$ cat src/rtl/rhw_pkg.sv
package rhw_pkg;

    typedef enum logic [1:0] {
        ST_RUN  = 2'd0,
        ST_HALT = 2'd1,
        ST_SST  = 2'd2,
        ST_HOLD = 2'd3
    } rhw_state_e;

    typedef enum logic [1:0] {
        WK_NONE = 2'd0,
        WK_NEXT = 2'd1,
        WK_IRQ  = 2'd2
    } rhw_wake_e;

endpackage

$ cat src/rtl/rhw_sync.sv
module rhw_sync #(
    parameter int unsigned W = 1,
    parameter logic [W-1:0] RST_VAL = '0
) (
    input  logic         clk,
    input  logic         por_n,
    input  logic [W-1:0] d_i,
    output logic [W-1:0] q_o
);
    typedef struct packed {
        logic [W-1:0] s1;
        logic [W-1:0] s2;
    } sync_t;

    sync_t sync_d, sync_q;

    always_comb begin
        sync_d.s1 = d_i;
        sync_d.s2 = sync_q.s1;
    end

    always_ff @(posedge clk or negedge por_n) begin
        if (!por_n) begin
            sync_q.s1 <= RST_VAL;
            sync_q.s2 <= RST_VAL;
        end else begin
            sync_q <= sync_d;
        end
    end

    assign q_o = sync_q.s2;
endmodule

$ cat src/rtl/rhw_wake_eval.sv
module rhw_wake_eval #(
    parameter int unsigned NPORT = 8,
    parameter int unsigned NIRQ  = 4
) (
    input  logic [NPORT-1:0] pin_s_i,
    input  logic [NPORT-1:0] pin_lat_i,
    input  logic [NPORT-1:0] wake_en_i,
    input  logic [NIRQ-1:0]  irq_flag_i,
    input  logic [NIRQ-1:0]  irq_blk_i,
    input  logic [NIRQ-1:0]  irq_en_i,
    input  logic             stack_full_i,
    output logic             port_wake_o,
    output logic             irq_wake_o,
    output logic             irq_take_o
);
    logic [NIRQ-1:0] fresh;

    always_comb begin
        // only requests that appeared after halt entry count
        fresh       = irq_flag_i & ~irq_blk_i;
        port_wake_o = |((pin_s_i ^ pin_lat_i) & wake_en_i);
        irq_wake_o  = |fresh;
        irq_take_o  = (|(fresh & irq_en_i)) && !stack_full_i;
    end
endmodule

$ cat src/rtl/rhw_ctrl.sv
module rhw_ctrl
    import rhw_pkg::*;
#(
    parameter int unsigned NPORT = 8,
    parameter int unsigned NIRQ  = 4,
    parameter int unsigned SST_W = 10
) (
    input  logic             clk,
    input  logic             por_n,
    input  logic             ext_rst_n,
    input  logic             wdt_tmo,
    input  logic             halt_req,
    input  logic             wdt_clr_req,
    input  logic [NPORT-1:0] port_pin,
    input  logic [NPORT-1:0] port_wake_en,
    input  logic [NIRQ-1:0]  irq_flag,
    input  logic [NIRQ-1:0]  irq_en,
    input  logic             stack_full,
    output logic             cold_rst,
    output logic             warm_rst,
    output logic             core_run,
    output logic             wake_take_irq,
    output logic             wake_resume,
    output logic             to_flag,
    output logic             pd_flag
);
    localparam logic [SST_W-1:0] CNT_LAST = {SST_W{1'b1}};

    typedef struct packed {
        rhw_state_e       state;
        logic [SST_W-1:0] cnt;
        rhw_wake_e        wk;
        logic             to;
        logic             pd;
        logic             cold;
        logic             warm;
        logic             take;
        logic             resume;
        logic [NPORT-1:0] pin_lat;
        logic [NIRQ-1:0]  blk;
    } regs_t;

    regs_t d, q;

    logic             rst_s;
    logic [NPORT-1:0] pin_s;
    logic             port_wake, irq_wake, irq_take;

    rhw_sync #(.W(1), .RST_VAL(1'b1)) u_rst_sync (
        .clk   (clk),
        .por_n (por_n),
        .d_i   (ext_rst_n),
        .q_o   (rst_s)
    );

    rhw_sync #(.W(NPORT), .RST_VAL('0)) u_pin_sync (
        .clk   (clk),
        .por_n (por_n),
        .d_i   (port_pin),
        .q_o   (pin_s)
    );

    rhw_wake_eval #(.NPORT(NPORT), .NIRQ(NIRQ)) u_wake (
        .pin_s_i      (pin_s),
        .pin_lat_i    (q.pin_lat),
        .wake_en_i    (port_wake_en),
        .irq_flag_i   (irq_flag),
        .irq_blk_i    (q.blk),
        .irq_en_i     (irq_en),
        .stack_full_i (stack_full),
        .port_wake_o  (port_wake),
        .irq_wake_o   (irq_wake),
        .irq_take_o   (irq_take)
    );

    always_comb begin
        d        = q;
        d.cold   = 1'b0;
        d.warm   = 1'b0;
        d.take   = 1'b0;
        d.resume = 1'b0;
        if (!rst_s) begin
            // external reset: hold the timer at zero until release
            if (q.state != ST_HOLD) begin
                d.cold = 1'b1;
                if (q.state == ST_HALT) begin
                    d.to = 1'b0;
                    d.pd = 1'b1;
                end
            end
            d.state = ST_HOLD;
            d.cnt   = '0;
            d.wk    = WK_NONE;
        end else begin
            unique case (q.state)
                ST_HOLD: begin
                    d.state = ST_SST;
                    d.cnt   = '0;
                end
                ST_SST: begin
                    if (q.cnt == CNT_LAST) begin
                        d.state  = ST_RUN;
                        d.take   = (q.wk == WK_IRQ);
                        d.resume = (q.wk == WK_NEXT);
                        d.wk     = WK_NONE;
                    end else begin
                        d.cnt = q.cnt + 1'b1;
                    end
                end
                ST_RUN: begin
                    if (wdt_tmo) begin
                        d.to    = 1'b1;
                        d.cold  = 1'b1;
                        d.state = ST_SST;
                        d.cnt   = '0;
                    end else if (halt_req) begin
                        d.pd      = 1'b1;
                        d.state   = ST_HALT;
                        d.pin_lat = pin_s;
                        d.blk     = irq_flag;
                    end else if (wdt_clr_req) begin
                        d.pd = 1'b0;
                    end
                end
                ST_HALT: begin
                    if (wdt_tmo) begin
                        // watchdog wins over any simultaneous wake source
                        d.to    = 1'b1;
                        d.pd    = 1'b1;
                        d.warm  = 1'b1;
                        d.state = ST_SST;
                        d.cnt   = '0;
                        d.wk    = WK_NONE;
                    end else if (port_wake || irq_wake) begin
                        d.state = ST_SST;
                        d.cnt   = '0;
                        d.wk    = irq_take ? WK_IRQ : WK_NEXT;
                    end
                end
                default: d.state = ST_SST;
            endcase
        end
    end

    always_ff @(posedge clk or negedge por_n) begin
        if (!por_n) begin
            q.state   <= ST_SST;
            q.cnt     <= '0;
            q.wk      <= WK_NONE;
            q.to      <= 1'b0;
            q.pd      <= 1'b0;
            q.cold    <= 1'b1;
            q.warm    <= 1'b0;
            q.take    <= 1'b0;
            q.resume  <= 1'b0;
            q.pin_lat <= '0;
            q.blk     <= '0;
        end else begin
            q <= d;
        end
    end

    assign cold_rst      = q.cold;
    assign warm_rst      = q.warm;
    assign core_run      = (q.state == ST_RUN);
    assign wake_take_irq = q.take;
    assign wake_resume   = q.resume;
    assign to_flag       = q.to;
    assign pd_flag       = q.pd;
endmodule

$ cat config.mk
export PLATFORM = sky130hd
export DESIGN_NAME = rhw_ctrl
export DESIGN_NICKNAME = d
export VERILOG_FILES = /design/src/rtl/rhw_pkg.sv /design/src/rtl/rhw_sync.sv /design/src/rtl/rhw_wake_eval.sv /design/src/rtl/rhw_ctrl.sv
export SDC_FILE = /design/constraint.sdc
export NUM_CORES = 1
export LEC_CHECK = 0
export CORE_MARGIN = 2
export CORE_UTILIZATION = 52
export CTS_CLUSTER_DIAMETER = 120
export DETAILED_ROUTE_END_ITERATION = 16
export PLACE_DENSITY = 0.81
export SLEW_MARGIN = 20
export SYNTH_ARGS = -nofsm -noshare
export SYNTH_HDL_FRONTEND = slang
export SYNTH_SLANG_ARGS = --single-unit
export TNS_END_PERCENT = 100
$ cat constraint.sdc
create_clock -name clk -period 2.6 [get_ports clk]
set_input_delay 0.52 -clock clk [delete_from_list [all_inputs] [get_ports clk]]
set_output_delay 0.52 -clock clk [all_outputs]
set_load 0.1 [all_outputs]
==> metrics.cfg <==
[worst_setup_path]
critPathSlowestCell=or3_1
path_cells=ha_1 > and3_4 > and3_4 > and4_4 > nand2b_4 > or3_1 > o31ai_2
crit_path_max_incr_delay_ns=0.48
crit_path_end_kind=register
cp_max_fo=12
required_ns=2.82
cp_common_cell=and3_4
cp_num_buf_inv=0
worstPathArrival_ns=2.46
crit_type=reg -> reg
start_kind=register
crit_family=simple AND/OR/NAND/NOR gates

[yosys]
synth_largest_area_cell=dfrtp_1
yosysUniqueCellTypes=38
yosysMostFrequentCell=dfrtp_1
netlist_area_um2=2190
synth_nets=223
seq_area_frac_synth=0.574
synth_seq_cells=50
synth_compound_area_frac=0.130
yosys.area_share.simple=0.126
avgSynthCellArea_um2=11.7
synth.area.top_cells=dfrtp_1 53%, mux2_2 6.7%, dfstp_2 4.8%
yosysTopAreaCellShare=0.526
synth_common_cells=46 x dfrtp_1, 13 x mux2_2, 11 x inv_1, 11 x o21ai_0, 9 x nor2_1
synth_adder_area_share=0.0286
synth_edf_count=0
async_flop_share=1.00
synthCells=187
yosys_warnings=0
synth_top_family_by_area=compound AO/OA/AOI/OAI gates
synth_xor_area_frac=0.0320
synthFlopType=dfrtp_1
synth_mux_area_frac=0.0760

[routing]
drc=0
vias=1530
drt_iter0_drc=83
wirelength_mm=3.84
drtPass1Iterations=4
viasPerCell=5.46
wire_per_inst_um=13.7
postRouteAntennaNets=0

[placed_design]
place_congestion=0.822
place_inst=272
place_area_um2=2610
dpl.hpwl_mm=2.77
numPortBuffers=37

[grt]
grt_overflow_total=0
grt_first_pass_wirelength_mm=6.45
track_usage=0.187
grt_max_degree=51
grt_antenna_before_repair=0
grt_pass1_vias=1493

[sta]
relSlewSlack=0.746
finalCritPeriodShare=0.862
hold_viol_final=0
rsz0062_at_grt=no
tightest_slew_ns=0.380
skew_ns=0.0103
tns_ns=0
setup_viol=0
hold_ws_ns=0.201
layout_min_cycle_time_ns=2.24
drv_slew=0
max_clock_freq_ghz=0.446

[pwr]
total_power_uw=1930
peakVddDrop_uv=389
p_per_area_nw_per_um2=715
p_leak_uw=0.00122

[clocking]
post_cts_buffers=0
cts_hold_buffers=0
ctsHtreeMaxLevel=2
clk_pin_slew_ns=0.09
cts_root_buf=clkbuf_8
cts_num_sinks=50
ctsResizeCount=0
cts.path.max_buffers=2
cts_made_buffers=5
tritoncts=done
worstSkewPairLatency_ns=0.30

[run_status]
status=finished clean

[die]
die_w_um=68.9
die_area_um2=4750
start_util=0.543
rows=23
core_um2=4030
die_h_um=68.9
io_pins=38

[layout]
final_layout_size_suffix_gt1_frac=0.183
finish.instance_area_um2=2700
final_nets=265
syn_to_final_growth_pct=23.4
stdcell_count=280
antenna_cells=0

[hold_path]
hp-class=in -> async

[job]
drv_cap=0

-- flip-flops by register name (all words and copies together), names as in the netlist --
name	flops
wake_take_irq	1
cold_rst	1
warm_rst	1
u_rst_sync.sync_d	1
u_pin_sync.sync_d	8
q	26
wake_resume	1
to_flag	1
pd_flag	1
u_rst_sync.q_o	1
u_pin_sync.q_o	8
-- layer usage --
metal / wire length [um] / GRT usage
met3: 189 / 0.0406
met5: 0 / 0
met2: 1920 / 0.319
met1: 1700 / 0.225
met4: 37 / 0.0882
-- logic make-up after synthesis --
kind of cell | count (synthesis)
simple gates | 48
fa+ha+maj | 5
flops | 50
buf+inv | 17
xor+xnor | 8
mux | 15
compound gates | 44
-- path summary, 6_finish.rpt --
path,from,end,slack (ns),cells after the start
setup / recovery,q[20],q[29],0.36,7
hold / removal,por_n,u_pin_sync.sync_d[6],0.20,2
setup reg to reg,q[20],q[29],0.36,7
hold reg to reg,u_pin_sync.sync_d[6],u_pin_sync.q_o[6],0.35,0
max in group asynchronous,por_n,u_rst_sync.sync_d[0],2.11,2
min in group clk,u_pin_sync.sync_d[6],u_pin_sync.q_o[6],0.35,0
-- per-stage QoR --
step | setup WS [ns] | util
2_1_floorplan | 0.160 | -
3_3_place_gp | 0.278 | 0.648
3_5_place_dp | 0.245 | 0.648
4_1_cts | 0.361 | 0.670
5_1_grt | 0.221 | 0.670
6_report | 0.359 | 0.670
-- cell usage in the layout (no fill, tap or decap), types with 2 or more instances in the layout --
master           netlist  final
a22oi_1                6      6
and3_1                 5      5
nor3_1                 4      4
nand3_1                4      4
xor2_1                 8      8
a21oi_1                8      8
dfrtp_1               46     46
dfstp_2                4      4
a31oi_1                2      2
o22ai_1                2      2
clkdlybuf4s50_1        0     29
buf_4                  0     10
nand2_1                8      8
inv_1                 11     11
nor2b_1                6      6
nor2_1                 9      9
nand2b_1               3      3
clkbuf_8               0      6
o32ai_1                5      5
o21ai_1                2      2
o31ai_1                4      4
mux2i_1                2      2
and3_4                 2      2
mux2_2                13     13
o21ai_0               11     11
ha_1                   5      5
-- where the power goes --
group	switching [uW]	internal [uW]	leakage, uW
combinational	278	224	0.000549
clock	235	215	0.0000482
sequential	74.6	906	0.000628
-- layout make-up --
type / instances / area [um2]
fillers: 323 / 1330
flip-flops and latches: 50 / 1260
multi-input cells: 120 / 860
repair buffers: 41 / 390
clock buffers: 7 / 86.3
well taps: 50 / 62.6
inverters: 11 / 41.3
clock inverters: 1 / 5.00
Note: power is estimated with default switching activity, not from simulation.
